## config.mk

```make
export PLATFORM = sky130hd
export DESIGN_NAME = kbd_scanner
export DESIGN_NICKNAME = d
export VERILOG_FILES = /design/src/rtl/kbd_pkg.sv /design/src/rtl/kbd_sync.sv /design/src/rtl/kbd_codemap.sv /design/src/rtl/kbd_queue.sv /design/src/rtl/kbd_scan_fsm.sv /design/src/rtl/kbd_scanner.sv
export SDC_FILE = /design/constraint.sdc
export NUM_CORES = 1
export LEC_CHECK = 0
export CAP_MARGIN = 10
export CORE_ASPECT_RATIO = 1.4
export CORE_MARGIN = 10
export CORE_UTILIZATION = 60
export CTS_CLUSTER_DIAMETER = 120
export DETAILED_ROUTE_END_ITERATION = 16
export PLACE_DENSITY = 0.78
export REMOVE_ABC_BUFFERS = 1
export SKIP_LAST_GASP = 1
export SYNTH_ARGS = -nofsm -noshare
export SYNTH_HDL_FRONTEND = slang
export SYNTH_SLANG_ARGS = --single-unit
```

## constraint.sdc

```tcl
create_clock -name clk -period 8.55 [get_ports clk]
set_input_delay 1.71 -clock clk [delete_from_list [all_inputs] [get_ports clk]]
set_output_delay 1.71 -clock clk [all_outputs]
set_load 0.03 [all_outputs]
```

## src/rtl/kbd_pkg.sv

```systemverilog
package kbd_pkg;

    typedef enum logic [2:0] {
        S_IDLE,
        S_DRIVE,
        S_SETTLE,
        S_EVAL,
        S_EMIT
    } scan_state_t;

    typedef enum logic [2:0] {
        PH_CTL,
        PH_ALT,
        PH_REL,
        PH_RS,
        PH_LS,
        PH_SRCH
    } scan_phase_t;

    localparam logic [7:0] CODE_CTL   = 8'd29;
    localparam logic [7:0] CODE_ALT   = 8'd56;
    localparam logic [7:0] CODE_LSH   = 8'd42;
    localparam logic [7:0] CODE_RSH   = 8'd54;
    localparam logic [7:0] BREAK_FLAG = 8'h80;

    localparam int ROW_CTL   = 1;
    localparam int ROW_ALT   = 2;
    localparam int ROW_RSH   = 3;
    localparam int ROW_LSH   = 4;
    localparam int COL_RSH   = 2;
    localparam int COL_LSH   = 1;
    localparam int FIRST_KEY_ROW = 3;

    // Default make code for a non-modifier key index.
    function automatic logic [7:0] key_code(input int idx);
        return 8'(idx + 1);
    endfunction

endpackage

```

## src/rtl/kbd_sync.sv

```systemverilog
module kbd_sync #(
    parameter int W = 8
) (
    input  logic         clk,
    input  logic         rst_n,
    input  logic [W-1:0] d_async,
    output logic [W-1:0] d_sync
);
    logic [W-1:0] stage1;

    always_ff @(posedge clk or negedge rst_n) begin
        if (!rst_n) begin
            stage1 <= '0;
            d_sync <= '0;
        end else begin
            stage1 <= d_async;
            d_sync <= stage1;
        end
    end
endmodule

```

## src/rtl/kbd_codemap.sv

```systemverilog
module kbd_codemap
    import kbd_pkg::*;
#(
    parameter int ENTRIES = 80,
    localparam int IDX_W = $clog2(ENTRIES)
) (
    input  logic [IDX_W-1:0] idx,
    output logic [7:0]       code
);
    logic [7:0] table_q [ENTRIES];

    for (genvar g = 0; g < ENTRIES; g++) begin : g_entry
        assign table_q[g] = key_code(g);
    end

    always_comb begin
        code = 8'd0;
        if (int'(idx) < ENTRIES) code = table_q[idx];
    end
endmodule

```

## src/rtl/kbd_queue.sv

```systemverilog
module kbd_queue #(
    parameter int         DEPTH = 14,
    parameter int         W     = 8,
    parameter logic [W-1:0] INIT = 8'hAA,
    localparam int        PTR_W = $clog2(DEPTH)
) (
    input  logic         clk,
    input  logic         rst_n,
    input  logic         push,
    input  logic [W-1:0] din,
    input  logic         host_busy,
    output logic [W-1:0] dout,
    output logic         dvalid
);
    logic [W-1:0]     mem [DEPTH];
    logic [PTR_W-1:0] wp, rp, wp_nxt, rp_nxt;
    logic             pop;

    assign wp_nxt = (wp == PTR_W'(DEPTH - 1)) ? '0 : wp + PTR_W'(1);
    assign rp_nxt = (rp == PTR_W'(DEPTH - 1)) ? '0 : rp + PTR_W'(1);
    assign pop    = !dvalid && !host_busy && (wp != rp);

    always_ff @(posedge clk or negedge rst_n) begin
        if (!rst_n) begin
            for (int i = 0; i < DEPTH; i++) mem[i] <= '0;
            mem[0] <= INIT;
            wp     <= PTR_W'(1);
            rp     <= '0;
            dout   <= '0;
            dvalid <= 1'b0;
        end else begin
            if (push) begin
                mem[wp] <= din;
                if (wp_nxt != rp) wp <= wp_nxt;
            end
            dvalid <= pop;
            if (pop) begin
                dout <= mem[rp];
                rp   <= rp_nxt;
            end
        end
    end


    full_hold_chk: assert property (@(posedge clk) disable iff (!rst_n)
        (push && wp_nxt == rp) |=> (wp == $past(wp)));


    pulse_gap_chk: assert property (@(posedge clk) disable iff (!rst_n)
        dvalid |=> !dvalid);


    busy_gate_chk: assert property (@(posedge clk) disable iff (!rst_n)
        $rose(dvalid) |-> !$past(host_busy));
endmodule

```

## src/rtl/kbd_scan_fsm.sv

```systemverilog
module kbd_scan_fsm
    import kbd_pkg::*;
#(
    parameter int ROWS     = 12,
    parameter int COLS     = 8,
    parameter int SETTLE   = 3,
    parameter int DB_SHORT = 2,
    parameter int DB_LONG  = 4,
    parameter int LONG_ROW = 11,
    localparam int ROW_W   = $clog2(ROWS + 1),
    localparam int COL_W   = $clog2(COLS),
    localparam int ENTRIES = (ROWS - FIRST_KEY_ROW + 1) * COLS,
    localparam int IDX_W   = $clog2(ENTRIES),
    localparam int DB_W    = $clog2(DB_LONG + 1),
    localparam int CNT_W   = $clog2(SETTLE + 1)
) (
    input  logic             clk,
    input  logic             rst_n,
    input  logic             frame_tick,
    input  logic [COLS-1:0]  cols,
    output logic [ROW_W-1:0] row_sel,
    output logic             push,
    output logic [7:0]       code
);
    scan_state_t st, st_n;
    scan_phase_t ph, ph_n;
    logic [ROW_W-1:0] row_q, row_n;
    logic [CNT_W-1:0] cnt_q, cnt_n;
    logic [DB_W-1:0]  dbc_q, dbc_n;
    logic             ctl_q, ctl_n, alt_q, alt_n, rs_q, rs_n, ls_q, ls_n;
    logic [ROW_W-1:0] trk_row_q, trk_row_n, emit_row_q, emit_row_n;
    logic [COL_W-1:0] trk_bit_q, trk_bit_n;
    logic [IDX_W-1:0] trk_idx_q, trk_idx_n;
    logic [7:0]       code_q, code_n;

    logic [COLS-1:0]  srch_mask;
    logic [COL_W-1:0] hb;
    logic [IDX_W-1:0] cand_idx, map_idx;
    logic [7:0]       map_code;
    logic             any_col;

    // Search mask drops the shift columns of their rows.
    always_comb begin
        srch_mask = cols;
        if (int'(row_q) == ROW_RSH) srch_mask[COL_RSH] = 1'b0;
        if (int'(row_q) == ROW_LSH) srch_mask[COL_LSH] = 1'b0;
        hb = '0;
        for (int i = 0; i < COLS; i++) begin
            if (srch_mask[i]) hb = COL_W'(i);
        end
        cand_idx = IDX_W'((int'(row_q) - FIRST_KEY_ROW) * COLS + int'(hb));
    end

    assign any_col = |cols;
    assign map_idx = (ph == PH_SRCH) ? cand_idx : trk_idx_q;

    kbd_codemap #(.ENTRIES(ENTRIES)) u_map (
        .idx  (map_idx),
        .code (map_code)
    );

    // State register
    always_ff @(posedge clk or negedge rst_n) begin
        if (!rst_n) begin
            st         <= S_IDLE;
            ph         <= PH_CTL;
            row_q      <= '0;
            cnt_q      <= '0;
            dbc_q      <= '0;
            ctl_q      <= 1'b0;
            alt_q      <= 1'b0;
            rs_q       <= 1'b0;
            ls_q       <= 1'b0;
            trk_row_q  <= '0;
            trk_bit_q  <= '0;
            trk_idx_q  <= '0;
            emit_row_q <= '0;
            code_q     <= '0;
        end else begin
            st         <= st_n;
            ph         <= ph_n;
            row_q      <= row_n;
            cnt_q      <= cnt_n;
            dbc_q      <= dbc_n;
            ctl_q      <= ctl_n;
            alt_q      <= alt_n;
            rs_q       <= rs_n;
            ls_q       <= ls_n;
            trk_row_q  <= trk_row_n;
            trk_bit_q  <= trk_bit_n;
            trk_idx_q  <= trk_idx_n;
            emit_row_q <= emit_row_n;
            code_q     <= code_n;
        end
    end

    // Next state and outputs
    always_comb begin
        st_n       = st;
        ph_n       = ph;
        row_n      = row_q;
        cnt_n      = cnt_q;
        dbc_n      = dbc_q;
        ctl_n      = ctl_q;
        alt_n      = alt_q;
        rs_n       = rs_q;
        ls_n       = ls_q;
        trk_row_n  = trk_row_q;
        trk_bit_n  = trk_bit_q;
        trk_idx_n  = trk_idx_q;
        emit_row_n = emit_row_q;
        code_n     = code_q;

        unique case (st)
            S_IDLE: begin
                if (frame_tick) begin
                    if (dbc_q != '0) begin
                        dbc_n = dbc_q - DB_W'(1);
                    end else begin
                        st_n  = S_DRIVE;
                        ph_n  = PH_CTL;
                        row_n = ROW_W'(ROW_CTL);
                    end
                end
            end
            S_DRIVE: begin
                st_n  = S_SETTLE;
                cnt_n = '0;
            end
            S_SETTLE: begin
                if (int'(cnt_q) >= SETTLE - 1) st_n = S_EVAL;
                else cnt_n = cnt_q + CNT_W'(1);
            end
            S_EVAL: begin
                unique case (ph)
                    PH_CTL: begin
                        if (any_col != ctl_q) begin
                            ctl_n      = any_col;
                            code_n     = CODE_CTL | (any_col ? 8'h00 : BREAK_FLAG);
                            emit_row_n = ROW_W'(ROW_CTL);
                            st_n       = S_EMIT;
                        end else begin
                            st_n  = S_DRIVE;
                            ph_n  = PH_ALT;
                            row_n = ROW_W'(ROW_ALT);
                        end
                    end
                    PH_ALT: begin
                        if (any_col != alt_q) begin
                            alt_n      = any_col;
                            code_n     = CODE_ALT | (any_col ? 8'h00 : BREAK_FLAG);
                            emit_row_n = ROW_W'(ROW_ALT);
                            st_n       = S_EMIT;
                        end else if (trk_row_q != '0) begin
                            st_n  = S_DRIVE;
                            ph_n  = PH_REL;
                            row_n = trk_row_q;
                        end else begin
                            st_n  = S_DRIVE;
                            ph_n  = PH_RS;
                            row_n = ROW_W'(ROW_RSH);
                        end
                    end
                    PH_REL: begin
                        if (!cols[trk_bit_q]) begin
                            code_n     = map_code | BREAK_FLAG;
                            emit_row_n = trk_row_q;
                            trk_row_n  = '0;
                            st_n       = S_EMIT;
                        end else begin
                            st_n = S_IDLE;
                        end
                    end
                    PH_RS: begin
                        if (cols[COL_RSH] != rs_q) begin
                            rs_n       = cols[COL_RSH];
                            code_n     = CODE_RSH | (cols[COL_RSH] ? 8'h00 : BREAK_FLAG);
                            emit_row_n = ROW_W'(ROW_RSH);
                            st_n       = S_EMIT;
                        end else begin
                            st_n  = S_DRIVE;
                            ph_n  = PH_LS;
                            row_n = ROW_W'(ROW_LSH);
                        end
                    end
                    PH_LS: begin
                        if (cols[COL_LSH] != ls_q) begin
                            ls_n       = cols[COL_LSH];
                            code_n     = CODE_LSH | (cols[COL_LSH] ? 8'h00 : BREAK_FLAG);
                            emit_row_n = ROW_W'(ROW_LSH);
                            st_n       = S_EMIT;
                        end else begin
                            st_n  = S_DRIVE;
                            ph_n  = PH_SRCH;
                            row_n = ROW_W'(FIRST_KEY_ROW);
                        end
                    end
                    PH_SRCH: begin
                        if (srch_mask != '0) begin
                            trk_row_n  = row_q;
                            trk_bit_n  = hb;
                            trk_idx_n  = cand_idx;
                            code_n     = map_code;
                            emit_row_n = row_q;
                            st_n       = S_EMIT;
                        end else if (int'(row_q) >= ROWS) begin
                            st_n = S_IDLE;
                        end else begin
                            st_n  = S_DRIVE;
                            row_n = row_q + ROW_W'(1);
                        end
                    end
                    default: st_n = S_IDLE;
                endcase
            end
            S_EMIT: begin
                st_n = S_IDLE;
                if (!code_q[7]) begin
                    dbc_n = (int'(emit_row_q) >= LONG_ROW) ? DB_W'(DB_LONG) : DB_W'(DB_SHORT);
                end
            end
            default: st_n = S_IDLE;
        endcase
    end

    assign push    = (st == S_EMIT);
    assign code    = code_q;
    assign row_sel = row_q;


    idle_hold_chk: assert property (@(posedge clk) disable iff (!rst_n)
        (st == S_IDLE && !frame_tick) |=> (st == S_IDLE));


    db_skip_chk: assert property (@(posedge clk) disable iff (!rst_n)
        (st == S_IDLE && frame_tick && dbc_q != '0) |=>
        (st == S_IDLE && dbc_q == $past(dbc_q) - DB_W'(1)));


    one_code_chk: assert property (@(posedge clk) disable iff (!rst_n)
        push |=> (st == S_IDLE && !push));


    db_load_chk: assert property (@(posedge clk) disable iff (!rst_n)
        (push && !code_q[7]) |=> (dbc_q != '0));


    no_db_break_chk: assert property (@(posedge clk) disable iff (!rst_n)
        (push && code_q[7]) |=> (dbc_q == '0));
endmodule

```

## src/rtl/kbd_scanner.sv

```systemverilog
module kbd_scanner #(
    parameter int ROWS     = 12,
    parameter int COLS     = 8,
    parameter int QDEPTH   = 14,
    parameter int SETTLE   = 3,
    parameter int DB_SHORT = 2,
    parameter int DB_LONG  = 4,
    parameter int LONG_ROW = 11,
    localparam int ROW_W   = $clog2(ROWS + 1)
) (
    input  logic            clk,
    input  logic            rst_n,
    input  logic            frame_tick,
    input  logic [COLS-1:0] col_in,
    input  logic            host_busy,
    output logic [7:0]      row_strobe,
    output logic [7:0]      scan_data,
    output logic            scan_valid
);
    logic [COLS-1:0]  cols_s;
    logic [ROW_W-1:0] row_sel;
    logic             push;
    logic [7:0]       code;

    kbd_sync #(.W(COLS)) u_sync (
        .clk     (clk),
        .rst_n   (rst_n),
        .d_async (col_in),
        .d_sync  (cols_s)
    );

    kbd_scan_fsm #(
        .ROWS     (ROWS),
        .COLS     (COLS),
        .SETTLE   (SETTLE),
        .DB_SHORT (DB_SHORT),
        .DB_LONG  (DB_LONG),
        .LONG_ROW (LONG_ROW)
    ) u_fsm (
        .clk        (clk),
        .rst_n      (rst_n),
        .frame_tick (frame_tick),
        .cols       (cols_s),
        .row_sel    (row_sel),
        .push       (push),
        .code       (code)
    );

    kbd_queue #(
        .DEPTH (QDEPTH),
        .W     (8),
        .INIT  (8'hAA)
    ) u_queue (
        .clk       (clk),
        .rst_n     (rst_n),
        .push      (push),
        .din       (code),
        .host_busy (host_busy),
        .dout      (scan_data),
        .dvalid    (scan_valid)
    );

    always_comb begin
        row_strobe = '0;
        row_strobe[ROW_W+1:2] = row_sel;
    end
endmodule

```

==> key figures, run 1 <==
Run status
  • Status: completed

Global routing
  • Initial antenna violation count: 0
  • Total global-route track usage: 19.3%
  • GRT overflow: 0
  • Vias in the first global route: 6326
  • Largest net degree at the start of global routing: 122
  • First-pass GRT wire length: 32900 um

Setup path
  • Worst path top cell family by delay: buffers and inverters
  • Crit-path max cell delay: 760 ps
  • Worst path cell trace: clkdlybuf4s50_1
  • Worst Setup Path Type: register to output pin
  • Worst setup SP type: register
  • Worst Path Required: 6840 ps
  • Crit path max-delay cell type: clkdlybuf4s50_1
  • Worst setup EP type: output pin
  • Crit path buf inv count: 1
  • CP Data Arrival Time: 1790 ps
  • Critical path peak fanout: 11

Placement
  • Post-DP HPWL: 13500 um
  • Gpl congestion: 0.874
  • I/O Buffers: 24

Job
  • Max-Cap Viols: 0

STA
  • RSZ-0062 raised after global routing: false
  • Slew Viols, Final: 0
  • Worst Skew: 12.1 ps
  • Tcrit/Tclk final: 41.0%
  • Worst-Margin Slew: 1070 ps
  • FMAX: 285 MHz
  • Final setup fails: 0
  • Min Tclk post-route: 3500 ps
  • Final count of hold timing violations: 0
  • Rel. slew slack: 28.7%
  • Setup_tns: 0 ps

Synth
  • Number of synthesized register bits: 187
  • Mapped cell area: 9220 um2
  • Register area share after synthesis: 50.8%
  • Post-synth top flop: dfrtp_1
  • Post-synth ARST share: 100%
  • Post-synthesis cell type count: 74
  • Avg Cell Area, Syn: 12.0 um2
  • Gate Count Post-Synth: 771
  • Post-synth EDFFs: 0
  • Yosys warning count: 0

Final layout
  • P&R area growth vs syn: 9.57%
  • Core Util, Final: 67.1%
  • Antenna Diode Count: 0
  • Most frequent cells in the layout: dfrtp_1, mux2_2, nand2_1
  • Commonest non-fill, non-tap cell in the layout: dfrtp_1
  • Nets@finish: 787
  • Fill cells: 1059
  • Share of layout cells above drive strength 1: 27.5%

Pwr
  • Comb pwr share: 28.4%
  • Reg power frac: 44.2%
  • PD cells: 289 nW/um2
  • Peak supply drop: 0.373 mV
  • Sw Share: 36.5%
  • Clock share of power: 27.4%
  • Sw power: 1.06 mW
  • Leakage power total: 4.52 nW
  • Int Pwr: 1.85 mW

Floorplan
  • Row count: 53
  • Die ar.: 20800 um2
  • Die width: 125 um
  • Ports: 29
  • Core area: 15100 um2
  • Die H: 167 um
  • Initial Util: 61.2%

Clock tree
  • CTS max path bufs: 2
  • H-Tree Depth: 4
  • CTS resizes: 0
  • Hold Buf Count CTS: 0
  • CTS tree: yes
  • Clk sink count: 187
  • TritonCTS buffer count: 17
  • Clock root cell: clkbuf_16
  • Later-pin clock latency in the skew report: 430 ps
  • Worst-path clk slew: 70 ps
  • Post-CTS Setup Bufs: 0

Routing
  • WL/cell: 20.6 um
  • Drt total wl: 20100 um
  • Antenna Nets Post-Route: 0
  • Drt pass-1 iters: 5
  • Initial DRC Count: 433
  • Via count: 6059
  • DRC Markers: 0
  • Mean number of vias per cell: 6.22

Worst hold path
  • Min-delay worst type: register to register
[cells in the mapped netlist (3+ instances only)]
library cell,number,area share [%]
a211oi_1,3,0.24
a21o_1,5,0.41
a21oi_1,20,1.1
a31oi_1,4,0.27
and2_1,4,0.27
buf_2,3,0.16
buf_4,6,0.49
clkbuf_1,39,1.6
dfrtp_1,182,49
dfstp_2,5,1.4
ha_1,6,0.81
inv_1,23,0.94
mux2_2,123,15
mux2_4,3,0.49
mux2i_1,20,2.2
mux4_2,25,6.1
nand2_1,59,2.4
nand2b_1,11,0.75
nand3_1,6,0.33
nand3b_1,3,0.24
nor2_1,58,2.4
nor2b_1,9,0.61
nor3_1,10,0.54
nor3b_1,4,0.33
o21ai_0,44,2.4
o22ai_1,15,1.0
o31ai_1,4,0.33
or3b_2,3,0.29
xnor2_1,8,0.76
xor2_1,9,0.86
[cells by family after synthesis]
| kind of cell | after synthesis | share of synthesized area, % |
|---|---|---|
| other | 1 | 0.0407 |
| and+or+nand+nor | 185 | 9.90 |
| AOI/OAI and AO/OA | 127 | 9.01 |
| muxes | 172 | 24.1 |
| buffers and inverters | 76 | 3.69 |
| xor gates and xnor gates | 17 | 1.62 |
| adders and majority gates | 6 | 0.815 |
| DFF | 187 | 50.8 |
[worst paths after layout]
path / slack, ps / startpoint / endpoint / cells after the start
max: 5050 / u_fsm.row_sel[2] / row_strobe[4] / 1
min: 350 / u_sync.stage1[7] / u_sync.d_sync[7] / 0
max reg2reg: 5190 / u_fsm.ph[0] / u_fsm.code[5] / 9
min reg2reg: 350 / u_sync.stage1[7] / u_sync.d_sync[7] / 0
max in group asynchronous: 5650 / rst_n / u_queue.mem[84] / 2
min in group asynchronous: 1420 / rst_n / u_queue.mem[73] / 1
[metrics by stage]
step	hold WS [ps]	power [mW]	setup WS, ps	area [um2]	instances
2_1_floorplan	331	1.82	4730	8970	721
3_3_place_gp	331	2.08	5100	9500	941
3_5_place_dp	335	2.12	5060	9500	941
4_1_cts	350	2.92	5040	10100	973
5_1_grt	354	3.07	4920	10100	974
6_report	349	2.91	5050	10100	974
[state kept, by name, indices dropped and copies added (netlist names)]
name,flops
u_fsm.trk_idx_q,7
u_fsm.code,8
u_fsm.trk_row_q,4
u_queue.dvalid,1
u_queue.wp,4
u_fsm.ctl_q,1
u_queue.dout,8
u_queue.mem,112
u_fsm.rs_q,1
u_fsm.cnt_q,2
u_fsm.dbc_q,3
u_fsm.emit_row_q,4
u_fsm.row_sel,4
u_queue.rp,4
u_fsm.ls_q,1
u_fsm.alt_q,1
u_fsm.st,3
u_sync.stage1,8
u_sync.d_sync,8
u_fsm.ph,3
[power by group through the flow]
stage,combinational [mW],clock (mW),sequential [mW]
floorplan,0.557,0,1.27
global placement,0.794,0,1.28
detailed placement,0.825,0,1.30
CTS,0.831,0.809,1.28
global route,0.909,0.842,1.32
finish,0.828,0.797,1.29
[worst register-to-register path: stages (launching register included)]
cell      delay [ps]
dfrtp_1          880
nand3b_1         540
o21ai_0          310
ha_1             240
nand4b_1         120
o22a_1           270
nor3b_1          310
xor2_1           120
a221oi_1         310
o21ai_0          130
[final cells by class]
class | instances | area, um2 | share of cell area, %
repair buffers | 29 | 277 | 2.74
clock buffers | 19 | 443 | 4.39
flip-flops and latches | 187 | 4690 | 46.4
well taps | 192 | 240 | 2.38
inverters | 23 | 86.3 | 0.855
multi-input cells | 511 | 4210 | 41.7
clock inverters | 13 | 155 | 1.54
[per-layer routing]
layer | wire length, um | vias to the layer above | GRT usage (%) | share of wire [%]
li1 | - | 2750 | - | -
met2 | 10800 | 177 | 35.5 | 54
met4 | 692 | 0 | 8.23 | 3.4
met1 | 7760 | 3082 | 20.9 | 39
met3 | 854 | 50 | 3.97 | 4.3
met5 | 0 | - | 0 | 0
Note: power is estimated with default switching activity, not from simulation.
==> run 2: changes to the inputs <==
Settings changed: CORE_UTILIZATION 60 to 56, PLACE_DENSITY 0.78 to 0.77.
Clock period 8.55 ns to 2.9 ns, I/O delays scaled along.
==> run 2 against run 1 <==
Compared with the run above:
- critical path depth increased by 5
- first-iteration DRC count increased by 0.23%
- combinational power increased to 3.4 times the previous value
- clock power increased to 2.8 times the previous value
- design area increased by 2.5%
- final cell count increased by 4.0%
- count of clock-buffer cells in the layout unchanged
- largest cell class unchanged
- largest power group unchanged
==> key figures, run 2 (synthesis results as in run 1) <==
Run status
  • Status: completed

Routing
  • Antenna Nets Post-Route: 0 (unchanged)
  • Initial DRC Count: 434 (+0.23%)
  • Mean number of vias per cell: 6.09 (-2.1%)
  • DRC Markers: 0 (unchanged)
  • Drt pass-1 iters: 5 (unchanged)
  • Drt total wl: 20000 um (-0.16%)
  • WL/cell: 19.8 um (-4.0%)
  • Via count: 6169 (+1.8%)

Floorplan
  • Die width: 128 um (+2.9%)
  • Core area: 16200 um2 (+7.4%)
  • Ports: 29 (unchanged)
  • Initial Util: 57.0% (-4.2 points)
  • Die ar.: 22100 um2 (+6.1%)
  • Die H: 172 um (+3.1%)
  • Row count: 55 (+3.8%)

Global routing
  • Total global-route track usage: 19.0% (-0.38 points)
  • GRT overflow: 0 (unchanged)
  • Initial antenna violation count: 0 (unchanged)
  • Largest net degree at the start of global routing: 79 (-35%)
  • First-pass GRT wire length: 33100 um (+0.65%)
  • Vias in the first global route: 6516 (+3.0%)

Final layout
  • Fill cells: 1200 (+13%)
  • Post-route cell area: 10300 um2 (+2.5%)
  • Nets@finish: 819 (+4.1%)
  • Cell Count, Final, Fillers Out: 1013 (+4.0%)
  • Most flop-heavy register: u_queue.mem
  • Multi-input logic area: 4230 um2 (+0.45%)
  • Commonest non-fill, non-tap cell in the layout: dfrtp_1
  • Reg area: 4690 um2 (about the same)
  • Most frequent cells in the layout: dfrtp_1, mux2_2, nand2_1
  • Share of layout cells above drive strength 1: 30.6% (+3.1 points)
  • P&R area growth vs syn: 12.3%
  • Max FFs per register: 112 (unchanged)
  • Antenna Diode Count: 0 (unchanged)

STA
  • Final setup fails: 0 (unchanged)
  • FMAX: 365 MHz
  • Worst-Margin Slew: 715 ps (-353 ps)
  • Worst Skew: 10.4 ps (-1.74 ps)
  • Final count of hold timing violations: 0 (unchanged)
  • Slew Viols, Final: 0 (unchanged)
  • Tcrit/Tclk final: 94.5%
  • Rel. slew slack: 52.3% (+24 points)
  • RSZ-0062 raised after global routing: false
  • Min Tclk post-route: 2740 ps

Setup path
  • CP Data Arrival Time: 3060 ps (+1270 ps)
  • Worst Setup Path Type: register to register
  • Worst Path Required: 3220 ps (-3620 ps)
  • Critical path peak fanout: 10 (-1)
  • Crit-path max cell delay: 570 ps (-190 ps)
  • Worst setup EP type: register
  • Worst setup SP type: register
  • Worst path cell trace: or4_4, nor4_4, xnor2_1, o221ai_2, nor2_2, mux2_2
  • Crit path max-delay cell type: or4_4

Clock tree
  • H-Tree Depth: 4 (unchanged)
  • CTS max path bufs: 2 (unchanged)
  • CTS tree: yes
  • Clk sink count: 187 (unchanged)
  • Later-pin clock latency in the skew report: 430 ps (about the same)
  • Worst-path clk slew: 70 ps (about the same)
  • Clock root cell: clkbuf_16
  • Hold Buf Count CTS: 0 (unchanged)
  • TritonCTS buffer count: 17 (unchanged)

Pwr
  • PD cells: 839 nW/um2 (+190%)
  • Leakage power total: 4.68 nW (+3.6%)
  • Peak supply drop: 0.847 mV (+130%)

Placement
  • Placed Area: 9750 um2 (+2.7%)
  • Gpl congestion: 0.933 (+6.7%)
  • I/O Buffers: 24 (unchanged)
  • DP Cell Count: 979 (+4.0%)
  • Post-DP HPWL: 14300 um (+5.5%)

Job
  • Max-Cap Viols: 0 (unchanged)

Worst hold path
  • Min-delay worst type: primary input to asynchronous set/reset pin
==> run 2: changes by cell type in the layout (fill, tap and decap cells not counted), moves of 2 or more <==
cell | previous run | this run
buf_4 | 4 | 36
clkinv_4 | 0 | 3
clkinvlp_4 | 5 | 2
nor3b_1 | 4 | 2
nor3b_2 | 0 | 2
==> run 2: cell type report <==
class	count	share of cell area, %
Inverter	23	0.834
Tap cell	199	2.41
Clock buffer	19	4.18
Sequential cell	187	45.3
Multi-Input combinational cell	511	40.9
Timing Repair Buffer	61	5.14
Clock inverter	13	1.29
==> run 2: routing by layer <==
metal | vias to the layer above | global-route usage, % | part of all wire [%]
met5 | - | 0 | 0
met4 | 0 | 7.51 | 2.8
li1 | 2827 | - | -
met3 | 29 | 4.47 | 4.2
met1 | 3153 | 20.5 | 38
met2 | 160 | 34.5 | 55
==> run 2: through the flow <==
stage	TNS (ps)	setup slack (ps)	hold WS [ps]	utilization, %	total power, mW
floorplan	-9050	-924	284	-	5.37
global placement	0	82.1	333	60.3	6.31
detailed placement	-115	-115	336	60.3	6.44
CTS	0	21.4	185	63.9	8.70
global route	0	4.15	196	64.0	9.16
finish	0	159	159	64.0	8.68
==> run 2: critical path: cells and delay by family (launching register included) <==
family	cells	cell delay (ps)
compound gates	1	180
simple gates	3	1330
flops	1	420
xor+xnor	1	300
mux	1	390
==> run 2: where the power goes <==
group          switching, mW  internal (mW)
sequential             0.599           3.01
clock                   1.03           1.21
combinational           1.56           1.27
==> run 2: final timing paths <==
| path | startpoint | to | slack (ps) | cells after the start |
|---|---|---|---|---|
| min in group clk | u_sync.stage1[3] | u_sync.d_sync[3] | 350 | 0 |
| hold reg to reg | u_sync.stage1[3] | u_sync.d_sync[3] | 350 | 0 |
| max in group asynchronous | rst_n | u_queue.mem[111] | 1890 | 2 |
| setup / recovery | u_sync.d_sync[7] | u_fsm.code[1] | 160 | 6 |
| hold / removal | rst_n | u_queue.dout[0] | 160 | 1 |
| setup reg to reg | u_sync.d_sync[7] | u_fsm.code[1] | 160 | 6 |
==> run 2: timing repair <==
action,CTS,global route
setup endpoints to repair,1,2
setup buffers,1,1
resized for setup,2,3
pin swaps,1,1
gates cloned,0,0
==> run 3: changes to the inputs <==
--- a/config.mk
+++ b/config.mk
@@ -6,4 +6,5 @@
 export NUM_CORES = 1
 export LEC_CHECK = 0
+export ABC_AREA = 0
 export CAP_MARGIN = 10
 export CORE_ASPECT_RATIO = 1.4
==> constraint.sdc (replaced) <==
create_clock -name clk -period 2.9 [get_ports clk]
set_input_delay 0.435 -clock clk [delete_from_list [all_inputs] [get_ports clk]]
set_output_delay 0.435 -clock clk [all_outputs]
set_load 0.03 [all_outputs]
==> run 3 against run 2 <==
Compared with the run above:
- final cell count rose by 0.20%
- sequential power is essentially flat
- sequential share of layout area fell by 0.21 points
- first-iteration DRC count up 9.9%
- non-clock buffer count grew 2
- critical path type unchanged
==> key figures, run 3 (synthesis results as in run 1) <==
Run status
  • Status: completed

STA
  • Worst-Margin Slew: 700 ps (-15.3 ps)
  • Min Tclk post-route: 2760 ps (+14.7 ps)
  • Final setup fails: 0 (unchanged)
  • FMAX: 363 MHz (-0.53%)
  • Rel. slew slack: 53.3% (+1.0 points)
  • Worst Skew: 11.4 ps (+1.03 ps)
  • Setup_tns: 0 ps (unchanged)
  • Final setup margin: 144 ps (-14.7 ps)
  • Final count of hold timing violations: 0 (unchanged)
  • RSZ-0062 raised after global routing: true
  • Tcrit/Tclk final: 95.0% (+0.51 points)
  • Slew Viols, Final: 0 (unchanged)

Setup path
  • Worst setup EP type: register
  • CP Data Arrival Time: 3120 ps (+60 ps)
  • Worst Path Required: 3260 ps (+40 ps)
  • Worst path cell trace: inv_1, ha_1, nor2b_1, nor3b_1, o31ai_1, a41oi_1, ha_2, nand4b_1, o22a_1, nor3b_2, buf_4, nand2_1, a21oi_1, mux2_2
  • Crit path max-delay cell type: dfrtp_1
  • Worst path top cell family by delay: compound AO/OA/AOI/OAI gates
  • Worst path depth: 14 (+8)
  • Critical path peak fanout: 5 (-5)
  • Worst setup SP type: register
  • Crit-path max cell delay: 420 ps (-150 ps)
  • Worst Setup Path Type: register to register
  • Reg2reg path depth: 14 (+8)
  • Crit path buf inv count: 2 (+2)

Global routing
  • Largest net degree at the start of global routing: 77 (-2.5%)
  • Total global-route track usage: 19.2% (+0.23 points)
  • Vias in the first global route: 6695 (+2.7%)
  • First-pass GRT wire length: 33900 um (+2.4%)
  • Initial antenna violation count: 0 (unchanged)
  • GRT overflow: 0 (unchanged)

Floorplan
  • Ports: 29 (unchanged)
  • Die width: 128 um (unchanged)
  • Initial Util: 57.0% (unchanged)
  • Core area: 16200 um2 (unchanged)
  • Die ar.: 22100 um2 (unchanged)
  • Die H: 172 um (unchanged)
  • Row count: 55 (unchanged)

Final layout
  • Reg area: 4690 um2 (unchanged)
  • Antenna Diode Count: 0 (unchanged)
  • Multi-input logic area: 4220 um2 (-0.12%)
  • Fill cells: 1190 (-0.83%)
  • Most flop-heavy register: u_queue.mem
  • Most frequent cells in the layout: dfrtp_1, mux2_2, nand2_1
  • Share of layout cells above drive strength 1: 30.4% (-0.20 points)
  • P&R area growth vs syn: 12.8%
  • Max FFs per register: 112 (unchanged)
  • Commonest non-fill, non-tap cell in the layout: dfrtp_1
  • Nets@finish: 821 (+0.24%)

Clock tree
  • CTS tree: yes
  • CTS max path bufs: 2 (unchanged)
  • Later-pin clock latency in the skew report: 430 ps (about the same)
  • Clock root cell: clkbuf_16
  • H-Tree Depth: 4 (unchanged)
  • Clk sink count: 187 (unchanged)
  • TritonCTS buffer count: 17 (unchanged)
  • Worst-path clk slew: 70 ps (about the same)

Placement
  • I/O Buffers: 24 (unchanged)
  • Gpl congestion: 0.910 (-2.5%)
  • Post-DP HPWL: 14500 um (+2.0%)
  • Dpl ws: -9.59 ps (+105 ps)

Pwr
  • Pwr Total: 8.83 mW (+1.7%)
  • Leakage power total: 4.71 nW (+0.55%)
  • PD cells: 849 nW/um2 (+1.2%)
  • Peak supply drop: 0.868 mV (+2.4%)

Routing
  • Initial DRC Count: 477 (+9.9%)
  • Via count: 6196 (+0.44%)
  • Mean number of vias per cell: 6.10 (+0.24%)
  • Drt pass-1 iters: 5 (unchanged)
  • DRC Markers: 0 (unchanged)
  • Drt total wl: 20500 um (+2.4%)
  • WL/cell: 20.2 um (+2.2%)
  • Antenna Nets Post-Route: 0 (unchanged)

Job
  • Max-Cap Viols: 0 (unchanged)

Worst hold path
  • Min-delay worst type: primary input to asynchronous set/reset pin
run 3: cell count changes in the layout (fill, tap and decap cells not counted), moves of 2 or more:
cell / previous run / this run
buf_12: 1 / 3
clkbuf_1: 2 / 4
clkbuf_8: 0 / 2
inv_6: 4 / 2
inv_8: 2 / 0
run 3: cell type report:
| class | instances | share of cell area, % |
|---|---|---|
| multi-input cells | 511 | 40.6 |
| clock inverters | 9 | 1.08 |
| flip-flops and latches | 187 | 45.1 |
| inverters | 23 | 0.830 |
| repair buffers | 63 | 5.50 |
| well taps | 199 | 2.39 |
| clock buffers | 23 | 4.50 |
run 3: what timing repair did:
item	4_1_cts	5_1_grt
pin swaps	0	6
setup endpoints to repair	1	3
hold buffers	0	0
gates resized for setup	1	4
setup buffers	0	4
run 3: metal layers:
metal	track usage, %	vias to the layer above	part of all wire, %
met3	3.45	47	3.4
met1	21.5	3193	40
met4	9.08	0	3.4
met2	34.2	149	53
li1	-	2807	-
met5	0	-	0
run 3: metrics by stage:
step | utilization [%] | hold WS [ps] | instance area [um2] | std cells
after CTS | 64.1 | 45.3 | 10400 | 1011
final | 64.3 | 26.5 | 10400 | 1015
after floorplan | - | 139 | 8970 | 721
after detailed placement | 60.4 | 336 | 9770 | 979
after global placement | 60.4 | 332 | 9770 | 979
after global routing | 64.3 | 71.7 | 10400 | 1015
run 3: final timing paths:
path,slack [ps],end,from
worst min register to register,350,u_sync.d_sync[3],u_sync.stage1[3]
worst max-delay path,140,u_fsm.code[6],u_fsm.row_sel[1]
min in group clk,350,u_sync.d_sync[3],u_sync.stage1[3]
max in group asynchronous,2080,u_queue.mem[53],rst_n
worst max register to register,140,u_fsm.code[6],u_fsm.row_sel[1]
worst min-delay path,30,u_queue.dout[0],rst_n
run 3: power by group:
part	switching (mW)	leakage (nW)	internal, mW	total [mW]
Sequential	0.588	2.48	3.01	3.60
Combinational	1.61	1.95	1.32	2.93
Clock	0.977	0.282	1.32	2.30
